`src/rtl/dp_slice_pkg.sv`:
```
package dp_slice_pkg;

    localparam int OPC_W = 3;

    typedef enum logic [OPC_W-1:0] {
        OP_IDLE = 3'd0,
        OP_INC  = 3'd1,
        OP_DEC  = 3'd2,
        OP_ADD  = 3'd3,
        OP_SUB  = 3'd4,
        OP_LOAD = 3'd5,
        OP_RSV6 = 3'd6,
        OP_RSV7 = 3'd7
    } op_e;

    typedef enum logic [1:0] {
        CI_NATURAL = 2'd0,
        CI_HELD    = 2'd1,
        CI_ROUTED  = 2'd2,
        CI_CHAINED = 2'd3
    } ci_src_e;

    typedef enum logic [1:0] {
        B_ZERO = 2'd0,
        B_ONES = 2'd1,
        B_REG  = 2'd2,
        B_INV  = 2'd3
    } bsrc_e;

    typedef struct packed {
        logic  arith;
        logic  load;
        bsrc_e bsrc;
        logic  nat_cin;
    } ctl_t;

    function automatic ctl_t decode_op(input logic [OPC_W-1:0] code);
        ctl_t c;
        c = '{arith: 1'b0, load: 1'b0, bsrc: B_ZERO, nat_cin: 1'b0};
        case (op_e'(code))
            OP_INC:  c = '{arith: 1'b1, load: 1'b0, bsrc: B_ZERO, nat_cin: 1'b1};
            OP_DEC:  c = '{arith: 1'b1, load: 1'b0, bsrc: B_ONES, nat_cin: 1'b0};
            OP_ADD:  c = '{arith: 1'b1, load: 1'b0, bsrc: B_REG,  nat_cin: 1'b0};
            OP_SUB:  c = '{arith: 1'b1, load: 1'b0, bsrc: B_INV,  nat_cin: 1'b1};
            OP_LOAD: c = '{arith: 1'b0, load: 1'b1, bsrc: B_ZERO, nat_cin: 1'b0};
            default: c = '{arith: 1'b0, load: 1'b0, bsrc: B_ZERO, nat_cin: 1'b0};
        endcase
        return c;
    endfunction

    function automatic ci_src_e pick_setting(input logic [1:0] cfg_a,
                                             input logic [1:0] cfg_b,
                                             input logic       pick);
        return pick ? ci_src_e'(cfg_b) : ci_src_e'(cfg_a);
    endfunction

endpackage

```
`src/rtl/dp_regbank.sv`:
```
module dp_regbank #(
    parameter int W      = 8,
    parameter int N_ACC  = 2,
    parameter int N_DREG = 2,
    localparam int AW    = (N_ACC  > 1) ? $clog2(N_ACC)  : 1,
    localparam int DW    = (N_DREG > 1) ? $clog2(N_DREG) : 1
) (
    input  logic                       clk,
    input  logic                       rst,
    input  logic                       acc_we,
    input  logic [AW-1:0]              acc_idx,
    input  logic [W-1:0]               acc_wdata,
    input  logic                       d_we,
    input  logic [DW-1:0]              d_idx,
    input  logic [W-1:0]               d_wdata,
    output logic [N_ACC-1:0][W-1:0]    acc_q,
    output logic [N_DREG-1:0][W-1:0]   d_q
);

    for (genvar i = 0; i < N_ACC; i++) begin : g_acc
        always_ff @(posedge clk) begin
            if (rst) begin
                acc_q[i] <= '0;
            end else if (acc_we && (acc_idx == AW'(i))) begin
                acc_q[i] <= acc_wdata;
            end
        end
    end

    for (genvar j = 0; j < N_DREG; j++) begin : g_dreg
        always_ff @(posedge clk) begin
            if (rst) begin
                d_q[j] <= '0;
            end else if (d_we && (d_idx == DW'(j))) begin
                d_q[j] <= d_wdata;
            end
        end
    end

endmodule

```
`src/rtl/dp_carry_mux.sv`:
```
module dp_carry_mux
    import dp_slice_pkg::*;
(
    input  logic       arith,
    input  logic [1:0] cfg_a,
    input  logic [1:0] cfg_b,
    input  logic       pick,
    input  logic       nat_cin,
    input  logic       held,
    input  logic       routed,
    input  logic       chained,
    output logic       cin
);

    ci_src_e src;

    always_comb begin
        src = pick_setting(cfg_a, cfg_b, pick);
        cin = 1'b0;
        if (arith) begin
            case (src)
                CI_NATURAL: cin = nat_cin;
                CI_HELD:    cin = held;
                CI_ROUTED:  cin = routed;
                CI_CHAINED: cin = chained;
                default:    cin = nat_cin;
            endcase
        end
    end

endmodule

```
`src/rtl/dp_ripple_add.sv`:
```
module dp_ripple_add #(
    parameter int W = 8
) (
    input  logic [W-1:0] a,
    input  logic [W-1:0] b,
    input  logic         cin,
    output logic [W-1:0] sum,
    output logic         c_top,
    output logic         c_below_top
);

    logic [W:0] c;

    assign c[0] = cin;

    for (genvar k = 0; k < W; k++) begin : g_bit
        assign sum[k]  = a[k] ^ b[k] ^ c[k];
        assign c[k+1]  = (a[k] & b[k]) | (c[k] & (a[k] ^ b[k]));
    end

    assign c_top       = c[W];
    assign c_below_top = c[W-1];

endmodule

```
`src/rtl/dp_slice.sv`:
```
module dp_slice
    import dp_slice_pkg::*;
#(
    parameter int DATA_W = 8,
    parameter int N_ACC  = 2,
    parameter int N_DREG = 2,
    localparam int AW    = (N_ACC  > 1) ? $clog2(N_ACC)  : 1,
    localparam int DW    = (N_DREG > 1) ? $clog2(N_DREG) : 1
) (
    input  logic                      clk,
    input  logic                      rst,
    input  logic [OPC_W-1:0]          op,
    input  logic [AW-1:0]             acc_sel,
    input  logic [DW-1:0]             opnd_sel,
    input  logic [1:0]                ci_cfg_a,
    input  logic [1:0]                ci_cfg_b,
    input  logic                      ci_cfg_pick,
    input  logic                      ci_routed,
    input  logic                      ci_chained,
    input  logic                      dreg_we,
    input  logic [DW-1:0]             dreg_idx,
    input  logic [DATA_W-1:0]         dreg_wdata,
    input  logic [DATA_W-1:0]         load_data,
    output logic [N_ACC*DATA_W-1:0]   acc_flat,
    output logic [DATA_W-1:0]         alu_y,
    output logic                      co_msb,
    output logic                      co_held,
    output logic                      ov
);

    ctl_t                           ctl;
    logic [N_ACC-1:0][DATA_W-1:0]   acc_q;
    logic [N_DREG-1:0][DATA_W-1:0]  d_q;
    logic [DATA_W-1:0]              opa;
    logic [DATA_W-1:0]              opb;
    logic                           cin;
    logic                           c_top;
    logic                           c_below;
    logic                           acc_we;
    logic [DATA_W-1:0]              acc_wdata;

    assign ctl = decode_op(op);
    assign opa = acc_q[acc_sel];

    always_comb begin
        case (ctl.bsrc)
            B_ONES:  opb = '1;
            B_REG:   opb = d_q[opnd_sel];
            B_INV:   opb = ~d_q[opnd_sel];
            default: opb = '0;
        endcase
    end

    dp_carry_mux u_cmux (
        .arith   (ctl.arith),
        .cfg_a   (ci_cfg_a),
        .cfg_b   (ci_cfg_b),
        .pick    (ci_cfg_pick),
        .nat_cin (ctl.nat_cin),
        .held    (co_held),
        .routed  (ci_routed),
        .chained (ci_chained),
        .cin     (cin)
    );

    dp_ripple_add #(.W(DATA_W)) u_add (
        .a           (opa),
        .b           (opb),
        .cin         (cin),
        .sum         (alu_y),
        .c_top       (c_top),
        .c_below_top (c_below)
    );

    assign co_msb = ctl.arith & c_top;
    assign ov     = ctl.arith & (c_top ^ c_below);

    assign acc_we    = ctl.arith | ctl.load;
    assign acc_wdata = ctl.load ? load_data : alu_y;

    dp_regbank #(.W(DATA_W), .N_ACC(N_ACC), .N_DREG(N_DREG)) u_regs (
        .clk       (clk),
        .rst       (rst),
        .acc_we    (acc_we),
        .acc_idx   (acc_sel),
        .acc_wdata (acc_wdata),
        .d_we      (dreg_we),
        .d_idx     (dreg_idx),
        .d_wdata   (dreg_wdata),
        .acc_q     (acc_q),
        .d_q       (d_q)
    );

    always_ff @(posedge clk) begin
        if (rst) begin
            co_held <= 1'b0;
        end else if (ctl.arith) begin
            co_held <= c_top;
        end
    end

    assign acc_flat = acc_q;

endmodule

```
`config.mk`:
```
export PLATFORM = sky130hd
export DESIGN_NAME = dp_slice
export DESIGN_NICKNAME = d
export VERILOG_FILES = /design/src/rtl/dp_slice_pkg.sv /design/src/rtl/dp_regbank.sv /design/src/rtl/dp_carry_mux.sv /design/src/rtl/dp_ripple_add.sv /design/src/rtl/dp_slice.sv
export SDC_FILE = /design/constraint.sdc
export NUM_CORES = 1
export LEC_CHECK = 0
export BUFFER_PORTS_ARGS = -buffer_cell sky130_fd_sc_hd__buf_4
export CELL_PAD_IN_SITES_DETAIL_PLACEMENT = 1
export CELL_PAD_IN_SITES_GLOBAL_PLACEMENT = 2
export CORE_ASPECT_RATIO = 1.5
export CORE_UTILIZATION = 32
export CTS_BUF_LIST = sky130_fd_sc_hd__clkbuf_8
export CTS_CLUSTER_DIAMETER = 200
export DETAILED_ROUTE_END_ITERATION = 8
export PLACE_DENSITY = 0.89
export SYNTH_ARGS = -nofsm -noshare
export SYNTH_HDL_FRONTEND = slang
export SYNTH_SLANG_ARGS = --single-unit
```
`constraint.sdc`:
```
create_clock -name clk -period 8.4 [get_ports clk]
set_clock_uncertainty 0.2 [all_clocks]
set_input_delay 1.68 -clock clk [delete_from_list [all_inputs] [get_ports clk]]
set_output_delay 1.68 -clock clk [all_outputs]
set_load 0.005 [all_outputs]
```
==> results.json, run 1 <==
{
  "finalNetCount": 332,
  "postCtsHoldBufs": 0,
  "power_frac_comb_pct": 29.7,
  "ir_drop_mv": 0.0953,
  "grt_pass1_vias": 2123,
  "post-route-util_pct": 42.0,
  "critPathMaxFanout": 13,
  "startpoint_type": "primary input",
  "dieArea_um2": 7170,
  "final_max_slew_viol_count": 0,
  "coreArea_um2": 6530,
  "ant_nets": 0,
  "clock_latency_ps": 290,
  "die_h_um": 103,
  "placed_cells": 360,
  "dpl.hpwl_mm": 4.85,
  "first_pass_iters": 4,
  "synth-seq-area-share_pct": 30.2,
  "worst_path_max_delay_cell": "fa_1",
  "fin_crit_ps": 8060,
  "synthToLayoutAreaGrowth_pct": 25.6,
  "slew_headroom_pct": 37.3,
  "setup_ws_ps": 345,
  "post-synth-top-area-cell": "dfxtp_1",
  "syn_nets": 279,
  "drive_gt1_share_pct": 34.7,
  "cp_cell_sequence": "buf_4 > inv_1 > ha_1 > inv_1 > o21ai_4 > nor2_1 > mux2i_1 > fa_1 > fa_1 > fa_1 > fa_1 > fa_1 > inv_1 > fa_1 > inv_1 > fa_1 > inv_1 > fa_1 > inv_1 > buf_4",
  "fp-row-count": 36,
  "intPower_mw": 0.294,
  "power_switching_mw": 0.127,
  "cap_violations": 0,
  "slowest_delay_ps": 420,
  "hp-class": "reg2reg",
  "grt_pass1_wl_mm": 10.4,
  "num_io_pins": 59,
  "die_w_um": 69.5,
  "start_util_pct": 33.5,
  "antenna_found_initial": 0,
  "io_buffers": 58,
  "post_cts_resized": 0,
  "synthDistinctLibCells": 38,
  "cts_made_buffers": 5,
  "hold_viol": 0,
  "power_leakage_nw": 1.15,
  "p_sw_share_pct": 30.2,
  "setup_viol": 0,
  "crit_type": "in2out",
  "worst_pin_slew_ps": 939,
  "totalPowerFinal_mw": 0.422,
  "arrival_ps": 6180,
  "first_iter_violations": 62,
  "ys_ff_latch": 33,
  "clkSlewWorstSetupHoldPaths_ps": 70,
  "yosysTopAreaCellShare_pct": 30.2,
  "end_kind": "primary output",
  "root_buffer": "clkbuf_8",
  "antenna_cells": 0,
  "synth_edf_count": 0,
  "cts_max_level": 2,
  "yosys_warnings": 0,
  "fin_hold_ws_ps": 255,
  "post-place-ws_ps": 335,
  "ys_top_cells_by_area": "dfxtp_1, mux2i_1, fa_1",
  "finalInstanceArea_um2": 2750,
  "postPlaceCellArea_um2": 2660,
  "gp_congestion": 0.819,
  "layout_common_cells": "buf_4, dfxtp_1, a21oi_1",
  "fin_crit_sh_pct": 95.9,
  "clock-sinks": 33,
  "tns_ps": 0,
  "outcome": "completed",
  "cp.required_ps": 6520,
  "cts_setup_buffers": 0,
  "synth-main-ff-cell": "dfxtp_1",
  "cts_tree": "yes",
  "vias_per_cell": 5.28,
  "syn_area_um2": 2190,
  "fmaxAchievable_mhz": 124,
  "wl_per_cell_um": 16.8,
  "ctsLongestPathBuffers": 2,
  "power.density_nw_per_um2": 154,
  "drc": 0,
  "grt_setup_unrepaired": "false",
  "async_flop_share_pct": 0,
  "clkPwrFrac_pct": 29.4,
  "grt_usage_pct": 18.4,
  "critPathMostFrequentCell": "fa_1",
  "seqPwrFrac_pct": 41.0,
  "final_common_cell": "buf_4",
  "vias": 1938,
  "grt_max_degree": 35,
  "syn_inst": 238,
  "syn_area_per_cell_um2": 9.18,
  "drt-total-wl_mm": 6.16,
  "fin_cells": 367,
  "grt-ovfl-total": 0
}
==> sequential cells by signal (all words and copies together), names as in the netlist <==
signal,count
co_held,1
u_regs.acc_q,16
u_regs.d_q,16
==> path summary, 6_finish.rpt <==
kind	startpoint	endpoint	slack (ps)	depth (start not counted)
max reg2reg	u_regs.acc_q[8]	u_regs.acc_q[15]	3900	16
min reg2reg	u_regs.d_q[13]	u_regs.d_q[13]	250	2
max	op[2]	alu_y[7]	340	20
min	u_regs.d_q[13]	u_regs.d_q[13]	250	2
==> cells by family (layout without fill, tap and decap cells) <==
kind of cell	after synthesis	count (layout)	share of synthesized area [%]
simple gates	91	91	24.7
buf+inv	22	75	4.46
fa+ha+maj	9	9	7.90
compound gates	40	40	10.8
flops	33	33	30.2
xor+xnor	5	5	2.00
mux	38	38	19.9
==> power groups by stage <==
| stage | Clock, mW | Sequential [mW] | Combinational [mW] |
|---|---|---|---|
| 6_report | 0.124 | 0.173 | 0.125 |
| 5_1_grt | 0.132 | 0.174 | 0.137 |
| 4_1_cts | 0.126 | 0.173 | 0.127 |
| 3_5_place_dp | 0 | 0.177 | 0.126 |
| 3_3_place_gp | 0 | 0.176 | 0.124 |
| 2_1_floorplan | 0 | 0.175 | 0.0755 |
==> layout make-up <==
type | instances | area [µm²]
inverter | 9 | 33.8
clock inverter | 1 | 3.75
tap | 76 | 95.1
fill | 756 | 3780
clock buffer | 6 | 82.6
timing repair buffer | 59 | 443
multi-input combinational | 183 | 1430
sequential | 33 | 661
==> worst max-delay path: cells and delay by family <==
kind | cells | cell delay (ps)
and+or+nand+nor | 1 | 150
AOI/OAI and AO/OA | 1 | 110
muxes | 1 | 110
buffers and inverters | 8 | 830
adders and majority gates | 9 | 3280
==> routing by layer <==
metal / vias to the layer above / part of all wire, % / global-route usage [%]
li1: 939 / - / -
met1: 942 / 39 / 18.7
met2: 46 / 55 / 36.4
met3: 11 / 3.5 / 3.20
met4: 0 / 2.1 / 8.01
met5: - / 0 / 0
==> cell usage after synthesis, types with 3 or more instances <==
| cell | count |
|---|---|
| dfxtp_1 | 33 |
| a21oi_1 | 27 |
| nor2_1 | 22 |
| mux2i_1 | 21 |
| nor3_1 | 16 |
| nor3_2 | 15 |
| nand2_1 | 12 |
| nand3_1 | 11 |
| inv_1 | 9 |
| mux2_4 | 9 |
| fa_1 | 8 |
| clkbuf_1 | 6 |
| mux2_2 | 6 |
| nor2b_1 | 4 |
| o21ai_1 | 4 |
| buf_2 | 3 |
| buf_4 | 3 |
| xnor2_1 | 3 |
(Power assumes the default switching activity.)
==> run 2: changes to the inputs <==
- BUFFER_PORTS_ARGS: -buffer_cell sky130_fd_sc_hd__buf_4 -> -buffer_cell sky130_fd_sc_hd__buf_2
==> results.json, run 2 (synthesis results as in run 1) <==
{
  "outcome": "completed",
  "drc": 0,
  "slowest_delay_ps": 450,
  "vias_per_cell": 5.24,
  "post-place-ws_ps": 196,
  "grt-ovfl-total": 0,
  "grt_pass1_wl_mm": 10.1,
  "cap_violations": 0,
  "ir_drop_mv": 0.0785,
  "layout_common_cells": "buf_2, dfxtp_1, a21oi_1",
  "synthToLayoutAreaGrowth_pct": 19.4,
  "seq_area_um2": 661,
  "final_common_cell": "buf_2",
  "antenna_found_initial": 0,
  "end_kind": "primary output",
  "postCtsHoldBufs": 0,
  "crit_type": "in2out",
  "first_iter_violations": 95,
  "hold_viol": 0,
  "critPathTopFamily": "adder cells",
  "finalInstanceArea_um2": 2610,
  "grt_use_met1_pct": 18.8,
  "start_util_pct": 33.5,
  "critPathMostFrequentCell": "fa_1",
  "wl_per_cell_um": 16.1,
  "critPathMaxFanout": 13,
  "first_pass_iters": 4,
  "arrival_ps": 6260,
  "fmaxAchievable_mhz": 123,
  "grt_setup_unrepaired": "false",
  "busiest_layer": "met2",
  "worstPathBufferInverterCount": 7,
  "die_w_um": 69.5,
  "hp-class": "reg2reg",
  "fin_hold_ws_ps": 257,
  "ant_nets": 0,
  "drive_gt1_share_pct": 35.0,
  "top_regs": "u_regs.acc_q (16), u_regs.d_q (16), co_held (1)",
  "tns_ps": 0,
  "drt-total-wl_mm": 5.96,
  "use_met2_pct": 35.3,
  "cp.required_ps": 6520,
  "vias": 1937,
  "clock-sinks": 33,
  "postPlaceCellArea_um2": 2520,
  "dpl.hpwl_mm": 4.72,
  "worst_pin_slew_ps": 941,
  "reg2reg_slack_ps": 3830,
  "cts_tree": "yes",
  "root_buffer": "clkbuf_8",
  "power_leakage_nw": 1.13,
  "cts_max_level": 2,
  "multi_input_area_um2": 1430,
  "fin_crit_sh_pct": 96.9,
  "clkSlewWorstSetupHoldPaths_ps": 60,
  "cp_cell_sequence": "buf_2 > inv_1 > ha_1 > inv_2 > o21ai_4 > nor2_1 > mux2i_1 > fa_1 > fa_1 > fa_1 > fa_1 > fa_1 > inv_1 > fa_1 > inv_1 > fa_1 > inv_1 > fa_1 > xor2_1 > nor2_1 > buf_2",
  "coreArea_um2": 6530,
  "worst_path_max_delay_cell": "fa_1",
  "power.density_nw_per_um2": 152,
  "setup_viol": 0,
  "finalNetCount": 334,
  "gp_congestion": 0.815,
  "ctsLongestPathBuffers": 2,
  "fp-row-count": 36,
  "io_buffers": 58,
  "num_io_pins": 59,
  "cts_made_buffers": 5,
  "grt_pass1_vias": 2069,
  "die_h_um": 103,
  "dieArea_um2": 7170,
  "setup_ws_ps": 261,
  "met3_usage_pct": 3.29,
  "slew_headroom_pct": 37.2,
  "grt_usage_pct": 17.8,
  "startpoint_type": "primary input",
  "num-fill-cells": 782,
  "grt_max_degree": 35,
  "clock_latency_ps": 280,
  "final_max_slew_viol_count": 0,
  "fin_crit_ps": 8140,
  "antenna_cells": 0
}
## run 2: cell types whose count changed in the layout (fill, tap and decap cells not counted)
cell	delta
clkbuf_8	-1
buf_4	-56
buf_2	+58
inv_1	+1
inv_2	+1
## run 2: final timing paths
kind / start / cells after the start / endpoint
setup / recovery: op[2] / 21 / ov
hold / removal: u_regs.d_q[10] / 2 / u_regs.d_q[10]
setup reg to reg: u_regs.d_q[8] / 18 / u_regs.acc_q[15]
hold reg to reg: u_regs.d_q[10] / 2 / u_regs.d_q[10]
## run 2: metrics by stage
| stage | std cells | power [mW] | util [%] |
|---|---|---|---|
| after floorplan | 238 | 0.251 | - |
| after global placement | 361 | 0.288 | 38.6 |
| after detailed placement | 361 | 0.291 | 38.6 |
| after CTS | 369 | 0.404 | 39.8 |
| after global routing | 370 | 0.423 | 40.0 |
| final | 370 | 0.397 | 40.0 |
## run 2: worst register-to-register path, cell delays in order (launching register included)
cell and delay (ps):
dfxtp_1 310, mux2i_1 130, nor2_1 70, mux2i_1 140, fa_1 450, fa_1 410, fa_1 410, fa_1 410
fa_1 380, inv_1 80, fa_1 150, inv_1 50, fa_1 420, inv_1 110, fa_1 390, inv_1 80
mux2_4 150, a21oi_1 50, nor3_2 120
## run 2: repair_timing
action,CTS,global route
resized for setup,0,1
setup endpoints to repair,0,2
setup buffers,0,1
## run 2: layout make-up
cell class                      count  share of cell area (%)
Clock buffer                        5                    2.64
Clock inverter                      3                   0.431
Inverter                            9                    1.29
Multi-Input combinational cell    183                    54.7
Sequential cell                    33                    25.3
Tap cell                           76                    3.64
Timing Repair Buffer               61                    12.0
## run 2: power breakdown
group          switching [mW]  total, mW  internal, mW
Clock                  0.0547      0.110        0.0551
Sequential            0.00650      0.173         0.166
Combinational          0.0603      0.115        0.0543
## run 2: metal layers
metal / wire length, µm / share of wire [%]
met1: 2340 / 39
met2: 3320 / 56
met3: 188 / 3.2
met4: 113 / 1.9
met5: 0 / 0
